$ cat config.mk
export PLATFORM = sky130hd
export DESIGN_NAME = brj_unit
export DESIGN_NICKNAME = d
export VERILOG_FILES = /design/src/rtl/brj_unit.sv
export SDC_FILE = /design/constraint.sdc
export NUM_CORES = 1
export LEC_CHECK = 0
export BUFFER_PORTS_ARGS = -buffer_cell sky130_fd_sc_hd__buf_2
export CAP_MARGIN = 20
export CORE_MARGIN = 8
export CORE_UTILIZATION = 45
export DETAILED_ROUTE_END_ITERATION = 12
export GPL_TIMING_DRIVEN = 0
export MAX_ROUTING_LAYER = met4
export PLACE_DENSITY = 0.68
export SETUP_SLACK_MARGIN = 0.05
export SKIP_CTS_REPAIR_TIMING = 1
export SLEW_MARGIN = 20
export SYNTH_ARGS = -nofsm -noshare
export SYNTH_HDL_FRONTEND = slang
export SYNTH_SLANG_ARGS = --single-unit
$ cat constraint.sdc
create_clock -name clk -period 8.4 [get_ports clk]
set_input_delay 1.68 -clock clk [delete_from_list [all_inputs] [get_ports clk]]
set_output_delay 1.68 -clock clk [all_outputs]
set_load 0.005 [all_outputs]
$ cat src/rtl/brj_unit.sv
module brj_unit #(
  parameter logic [31:0] RESET_VEC = 32'h0000_0000
) (
  input  logic        clk,
  input  logic        rst_n,
  input  logic        step_en,
  input  logic [31:0] instr,
  input  logic [31:0] rs1_val,
  input  logic [31:0] rs2_val,
  output logic [31:0] pc_q,
  output logic [31:0] next_pc,
  output logic        rd_we,
  output logic [4:0]  rd_idx,
  output logic [31:0] rd_val,
  output logic        misalign_exc
);

  localparam logic [6:0] OP_JAL   = 7'b1101111;
  localparam logic [6:0] OP_JALR  = 7'b1100111;
  localparam logic [6:0] OP_BR    = 7'b1100011;
  localparam logic [6:0] OP_AUIPC = 7'b0010111;

  logic [6:0]  opc;
  logic [2:0]  f3;
  logic        is_jal, is_jalr, is_br, is_auipc;
  logic [31:0] b_off, j_off, i_off, u_off;
  logic [31:0] pc_plus4, jalr_sum;
  logic        cmp_eq, cmp_slt, cmp_ult, taken;

  assign opc      = instr[6:0];
  assign f3       = instr[14:12];
  assign is_jal   = (opc == OP_JAL);
  assign is_jalr  = (opc == OP_JALR) && (f3 == 3'b000);
  assign is_br    = (opc == OP_BR);
  assign is_auipc = (opc == OP_AUIPC);

  assign b_off = {{19{instr[31]}}, instr[31], instr[7], instr[30:25], instr[11:8], 1'b0};
  assign j_off = {{11{instr[31]}}, instr[31], instr[19:12], instr[20], instr[30:21], 1'b0};
  assign i_off = {{20{instr[31]}}, instr[31:20]};
  assign u_off = {instr[31:12], 12'h000};

  assign cmp_eq  = (rs1_val == rs2_val);
  assign cmp_slt = ($signed(rs1_val) < $signed(rs2_val));
  assign cmp_ult = (rs1_val < rs2_val);

  always_comb begin
    case (f3)
      3'b000:  taken = cmp_eq;
      3'b001:  taken = !cmp_eq;
      3'b100:  taken = cmp_slt;
      3'b101:  taken = !cmp_slt;
      3'b110:  taken = cmp_ult;
      3'b111:  taken = !cmp_ult;
      default: taken = 1'b0;
    endcase
  end

  assign pc_plus4     = pc_q + 32'd4;
  assign jalr_sum     = rs1_val + i_off;
  assign misalign_exc = is_jalr && jalr_sum[1];

  always_comb begin
    next_pc = pc_plus4;
    if (is_jal)
      next_pc = pc_q + j_off;
    else if (is_jalr)
      next_pc = misalign_exc ? pc_q : {jalr_sum[31:1], 1'b0};
    else if (is_br && taken)
      next_pc = pc_q + b_off;
  end

  assign rd_idx = instr[11:7];
  assign rd_we  = (is_jal || is_jalr || is_auipc) && (rd_idx != 5'd0) && !misalign_exc;
  assign rd_val = is_auipc ? (pc_q + u_off) : pc_plus4;

  always_ff @(posedge clk or negedge rst_n) begin
    if (!rst_n)
      pc_q <= RESET_VEC;
    else if (step_en)
      pc_q <= next_pc;
  end

endmodule

==> results of run 1 <==
==> synthesized netlist by cell type (14+ instances only) <==
master | count | area share
xnor2_1 | 67 | 0.065
mux2i_1 | 21 | 0.023
nand4_1 | 18 | 0.013
nor2_1 | 97 | 0.041
nand2b_1 | 19 | 0.013
inv_1 | 53 | 0.022
a21o_1 | 36 | 0.030
clkbuf_1 | 53 | 0.022
a31oi_1 | 20 | 0.014
xor2_1 | 64 | 0.062
and3_1 | 25 | 0.017
o21a_1 | 15 | 0.013
nand3_1 | 40 | 0.022
ha_1 | 117 | 0.16
nand2_1 | 119 | 0.050
dfrtp_1 | 32 | 0.089
o211ai_1 | 29 | 0.024
a21oi_1 | 123 | 0.069
o21ai_0 | 92 | 0.051
nor3_1 | 14 | 0.0078
mux2_2 | 23 | 0.029
==> final timing paths <==
path,endpoint,cells past startpoint
setup / recovery,next_pc[31],13
hold / removal,pc_q[0]$_DFFE_PN0P_,1
setup reg to reg,pc_q[31]$_DFFE_PN0P_,12
hold reg to reg,pc_q[0]$_DFFE_PN0P_,1
max in group asynchronous,pc_q[31]$_DFFE_PN0P_,1
min in group asynchronous,pc_q[15]$_DFFE_PN0P_,1
==> cell type report <==
class / count / share of cell area
clock inverter: 2 / 0.00334
buffer: 68 / 0.0279
inverter: 54 / 0.0193
clock buffer: 6 / 0.0123
sequential: 32 / 0.0764
tap: 265 / 0.0316
timing repair buffer: 200 / 0.0955
multi-input combinational: 1102 / 0.733
==> critical path, stage by stage <==
cell and delay [ps]:
buf_2 710, ha_1 360, clkbuf_1 230, o21ai_0 290, o21bai_1 100, a211oi_1 270, o21ai_0 390, a2111oi_0 840
nor2_1 160, xnor2_1 210, o22ai_1 130, nand4bb_1 260, buf_2 160
==> power breakdown <==
part,switching [uW],internal [uW]
sequential,163,217
combinational,1310,957
clock,94.2,140
==> kinds of logic after synthesis <==
logic type               after synthesis  share of synthesized area
XOR/XNOR                             131                      0.128
flip-flops                            32                     0.0892
multiplexers                          44                     0.0523
AO/OA/AOI/OAI                        415                      0.294
adder cells (fa/ha/maj)              121                      0.172
AND/OR/NAND/NOR                      391                      0.210
buffers and inverters                122                     0.0552
==> through the flow <==
step                      setup slack, ps   util  cells  hold WS [ps]  power (uW)
after floorplan                      2250      -   1256           555        1860
after global placement               1180  0.528   1721           562        2580
after detailed placement             1160  0.528   1721           555        2590
after CTS                            1120  0.537   1729           575        2840
after global routing                  730  0.537   1729           608        3090
final                                 882  0.537   1729           564        2880
==> per-layer routing <==
| metal | vias to the layer above | part of all wire | track usage | routed length, um |
|---|---|---|---|---|
| li1 | 5032 | - | - | - |
| met1 | 4973 | 0.42 | 0.403 | 16400 |
| met2 | 549 | 0.44 | 0.489 | 17100 |
| met3 | 108 | 0.094 | 0.0472 | 3650 |
| met4 | 0 | 0.042 | 0.114 | 1620 |
| met5 | - | 0 | - | 0 |
==> placed cells by master (no fill, tap or decap), drive strengths merged, types with 40 or more instances in the layout <==
cell type  count
nand2        119
a21oi        123
nand3         40
clkbuf        59
inv           53
nor2          97
ha           117
o21ai         93
xnor2         67
xor2          64
buf          215
==> flow_metrics.tcl, run 1 <==
set metrics [dict create \
    outcome "finished, final reports clean" \
    rsz0062_at_grt "no" \
    regArea_um2 801 \
    hp-class "reg -> reg" \
    critPathMaxFanout 41 \
    final_area_mm2 0.0105 \
    die_h_um 157 \
    grt_first_pass_wirelength_um 58200 \
    coreArea_mm2 0.0195 \
    grt_max_degree 42 \
    io_buffer_count 200 \
    place_hpwl_um 31500 \
    multi_input_area_mm2 0.00768 \
    final-setup-viol-count 0 \
    grt_overflow 0 \
    dpl-instance-area_mm2 0.0103 \
    ys_ff_latch 32 \
    via_per_inst 6.17 \
    arrival_ps 5840 \
    synthCells 1256 \
    required_ps 6720 \
    synth_cell_type_count 74 \
    ys.flop_type "dfrtp_1" \
    wirelength_um 38800 \
    fin_crit_ps 7520 \
    insertion_delay_ps 310 \
    crit_path_end_kind "primary output" \
    fillCellCount 1995 \
    cts_sinks 32 \
    rr_startpoint "pc_q[25]$_DFFE_PN0P_" \
    vdd_drop_max_uv 97.0 \
    clockRootBuffer "clkbuf_16" \
    drtIter0Drc 942 \
    yosysWarnings 0 \
    reg_top3 "pc_q x32" \
    antenna_left 0 \
    grt_pass1_vias 10100 \
    area_growth_syn_to_layout_pct 16.7 \
    hold_violations 0 \
    first_pass_iters 6 \
    cts_buffers 5 \
    slew_headroom 0.247 \
    slew_viol_final 0 \
    skew_ps 9.89 \
    synth-edff-count 0 \
    die_area_mm2 0.0247 \
    fin_tns_setup_ps 0 \
    io_pins 202 \
    leakage_uw 0.00496 \
    cts_max_level 2 \
    powerDensity_mw_per_mm2 275 \
    nets 1683 \
    antennaDiodeCount 0 \
    largest_reg_flops 32 \
    period_share 0.895 \
    die_x_um 157 \
    wire_per_inst_um 22.4 \
    synth_area_per_cell_um2 7.15 \
    async_flop_share 1.00 \
    syn_area_mm2 0.00898 \
    seq_area_frac_synth 0.0892 \
    initial_core_util 0.460 \
    critical_path.startpoint "instr[31]" \
    place.gp.congestion 1.01 \
    antenna_found_initial 0 \
    fmax_ghz 0.133 \
    grt_usage 0.313 \
    drc 0 \
    cap_violations 0 \
    regMostFlops "pc_q" \
    min_from "pc_q[0]$_DFFE_PN0P_" \
    cts.path.max_buffers 2 \
    rrSetupSlack_ps 4300 \
    rows 51 \
    vias 10700 \
    crit_type "in -> out" \
    worstMarginPinSlew_ps 1120 \
    clk_pin_slew_ps 60 \
    tritoncts "yes" \
    drive_above_1_share 0.169 \
    crit_path_start_kind "input pin" \
    synth_nets 1476 \
]
(Power assumes the default switching activity.)
==> run 2, diff against run 1 <==
--- a/config.mk
+++ b/config.mk
@@ -11,7 +11,6 @@
 export CORE_UTILIZATION = 45
 export DETAILED_ROUTE_END_ITERATION = 12
 export GPL_TIMING_DRIVEN = 0
-export MAX_ROUTING_LAYER = met4
 export PLACE_DENSITY = 0.68
 export SETUP_SLACK_MARGIN = 0.05
 export SKIP_CTS_REPAIR_TIMING = 1
==> constraint.sdc (replaced) <==
create_clock -name clk -period 9.55 [get_ports clk]
set_input_delay 1.91 -clock clk [delete_from_list [all_inputs] [get_ports clk]]
set_output_delay 1.91 -clock clk [all_outputs]
set_load 0.005 [all_outputs]
==> flow_metrics.tcl, run 2 (synthesis gave the netlist of run 1 again) <==
set metrics [dict create \
    worstMarginPinSlew_ps 1150 \
    drive_above_1_share 0.169 \
    crit_path_end_kind "primary output" \
    regArea_um2 801 \
    clockRootBuffer "clkbuf_16" \
    tritoncts "yes" \
    via_per_inst 6.19 \
    hp-class "reg -> reg" \
    io_pins 202 \
    cap_violations 0 \
    grt_pass1_vias 10100 \
    cts.path.max_buffers 2 \
    antenna_found_initial 0 \
    wirelength_um 38000 \
    outcome "finished, final reports clean" \
    mostFrequentLayoutCells "203 x buf_2, 123 x a21oi_1, 119 x nand2_1" \
    rsz0062_at_grt "no" \
    antennaDiodeCount 0 \
    multi_input_area_mm2 0.00768 \
    wire_per_inst_um 22.0 \
    dp_slack_ps 1940 \
    vdd_drop_max_uv 112 \
    slew_viol_final 0 \
    skew_ps 9.69 \
    first_pass_iters 6 \
    fin_crit_ps 7690 \
    final-setup-viol-count 0 \
    insertion_delay_ps 300 \
    initial_core_util 0.460 \
    cts_max_level 2 \
    largest_reg_flops 32 \
    powerDensity_mw_per_mm2 241 \
    die_area_mm2 0.0247 \
    drtIter0Drc 904 \
    antenna_left 0 \
    nets 1683 \
    drc 0 \
    finalWorstSetupSlack_ps 1860 \
    area_growth_syn_to_layout_pct 16.7 \
    clk_pin_slew_ps 60 \
    place.gp.congestion 1.02 \
    io_buffer_count 200 \
    fmax_ghz 0.130 \
    place_hpwl_um 30900 \
    rows 51 \
    fillCellCount 2019 \
    grt_usage 0.297 \
    leakage_uw 0.00496 \
    fin_util 0.537 \
    cts_buffers 5 \
    reg_top3 "pc_q x32" \
    die_x_um 157 \
    grt_max_degree 42 \
    vias 10700 \
    grt_overflow 0 \
    grt_first_pass_wirelength_um 57000 \
    slew_headroom 0.225 \
    cts_sinks 32 \
    layout_commonest_cell "buf_2" \
    die_h_um 157 \
    fin_tns_setup_ps 0 \
    crit_type "in -> out" \
    period_share 0.806 \
    crit_path_start_kind "input pin" \
    hold_violations 0 \
    critPathMaxFanout 41 \
    arrival_ps 5780 \
    holdWs_ps 574 \
    regMostFlops "pc_q" \
    coreArea_mm2 0.0195 \
    required_ps 7640 \
]
==> run 2: through the flow <==
step,cells,instance area [um2],power [uW]
after global routing,1729,10500,2730
after detailed placement,1721,10300,2270
final,1729,10500,2520
after CTS,1729,10500,2490
after floorplan,1256,8980,1630
after global placement,1721,10300,2260
==> run 2: layer usage <==
metal	vias up	wire, um	GRT usage
met5	-	0	0
met4	0	1470	0.109
met3	103	3850	0.0532
met2	568	16700	0.482
met1	5001	16000	0.387
li1	5028	-	-
==> run 2: final timing paths <==
| check | from | cells after the start | slack [ps] | endpoint |
|---|---|---|---|---|
| max | instr[31] | 13 | 1860 | next_pc[31] |
| min | pc_q[0]$_DFFE_PN0P_ | 1 | 570 | pc_q[0]$_DFFE_PN0P_ |
| max reg2reg | pc_q[9]$_DFFE_PN0P_ | 12 | 5540 | pc_q[20]$_DFFE_PN0P_ |
| min reg2reg | pc_q[0]$_DFFE_PN0P_ | 1 | 570 | pc_q[0]$_DFFE_PN0P_ |
| max in group asynchronous | rst_n | 1 | 7270 | pc_q[0]$_DFFE_PN0P_ |
| min in group asynchronous | rst_n | 1 | 1730 | pc_q[15]$_DFFE_PN0P_ |
==> run 2: worst max-delay path, cell delays in order <==
cell       delay (ps)
buf_2             710
ha_1              360
clkbuf_1          220
o21ai_0           310
o21bai_1           90
a211oi_1          250
o21ai_0           330
a2111oi_0         690
nor2_1            150
xnor2_1           170
o22ai_1           120
nand4bb_1         270
buf_2             160
==> run 2: power by group <==
| group | leakage [uW] | switching (uW) | internal, uW |
|---|---|---|---|
| sequential | 0.000376 | 146 | 191 |
| combinational | 0.00450 | 1140 | 842 |
| clock | 0.0000808 | 78.5 | 123 |
==> run 2: cell type report <==
cell class | count | area share
multi-input combinational | 1102 | 0.733
tap | 265 | 0.0316
clock buffer | 6 | 0.0123
inverter | 54 | 0.0193
buffer | 68 | 0.0279
sequential | 32 | 0.0764
timing repair buffer | 200 | 0.0955
clock inverter | 2 | 0.00334
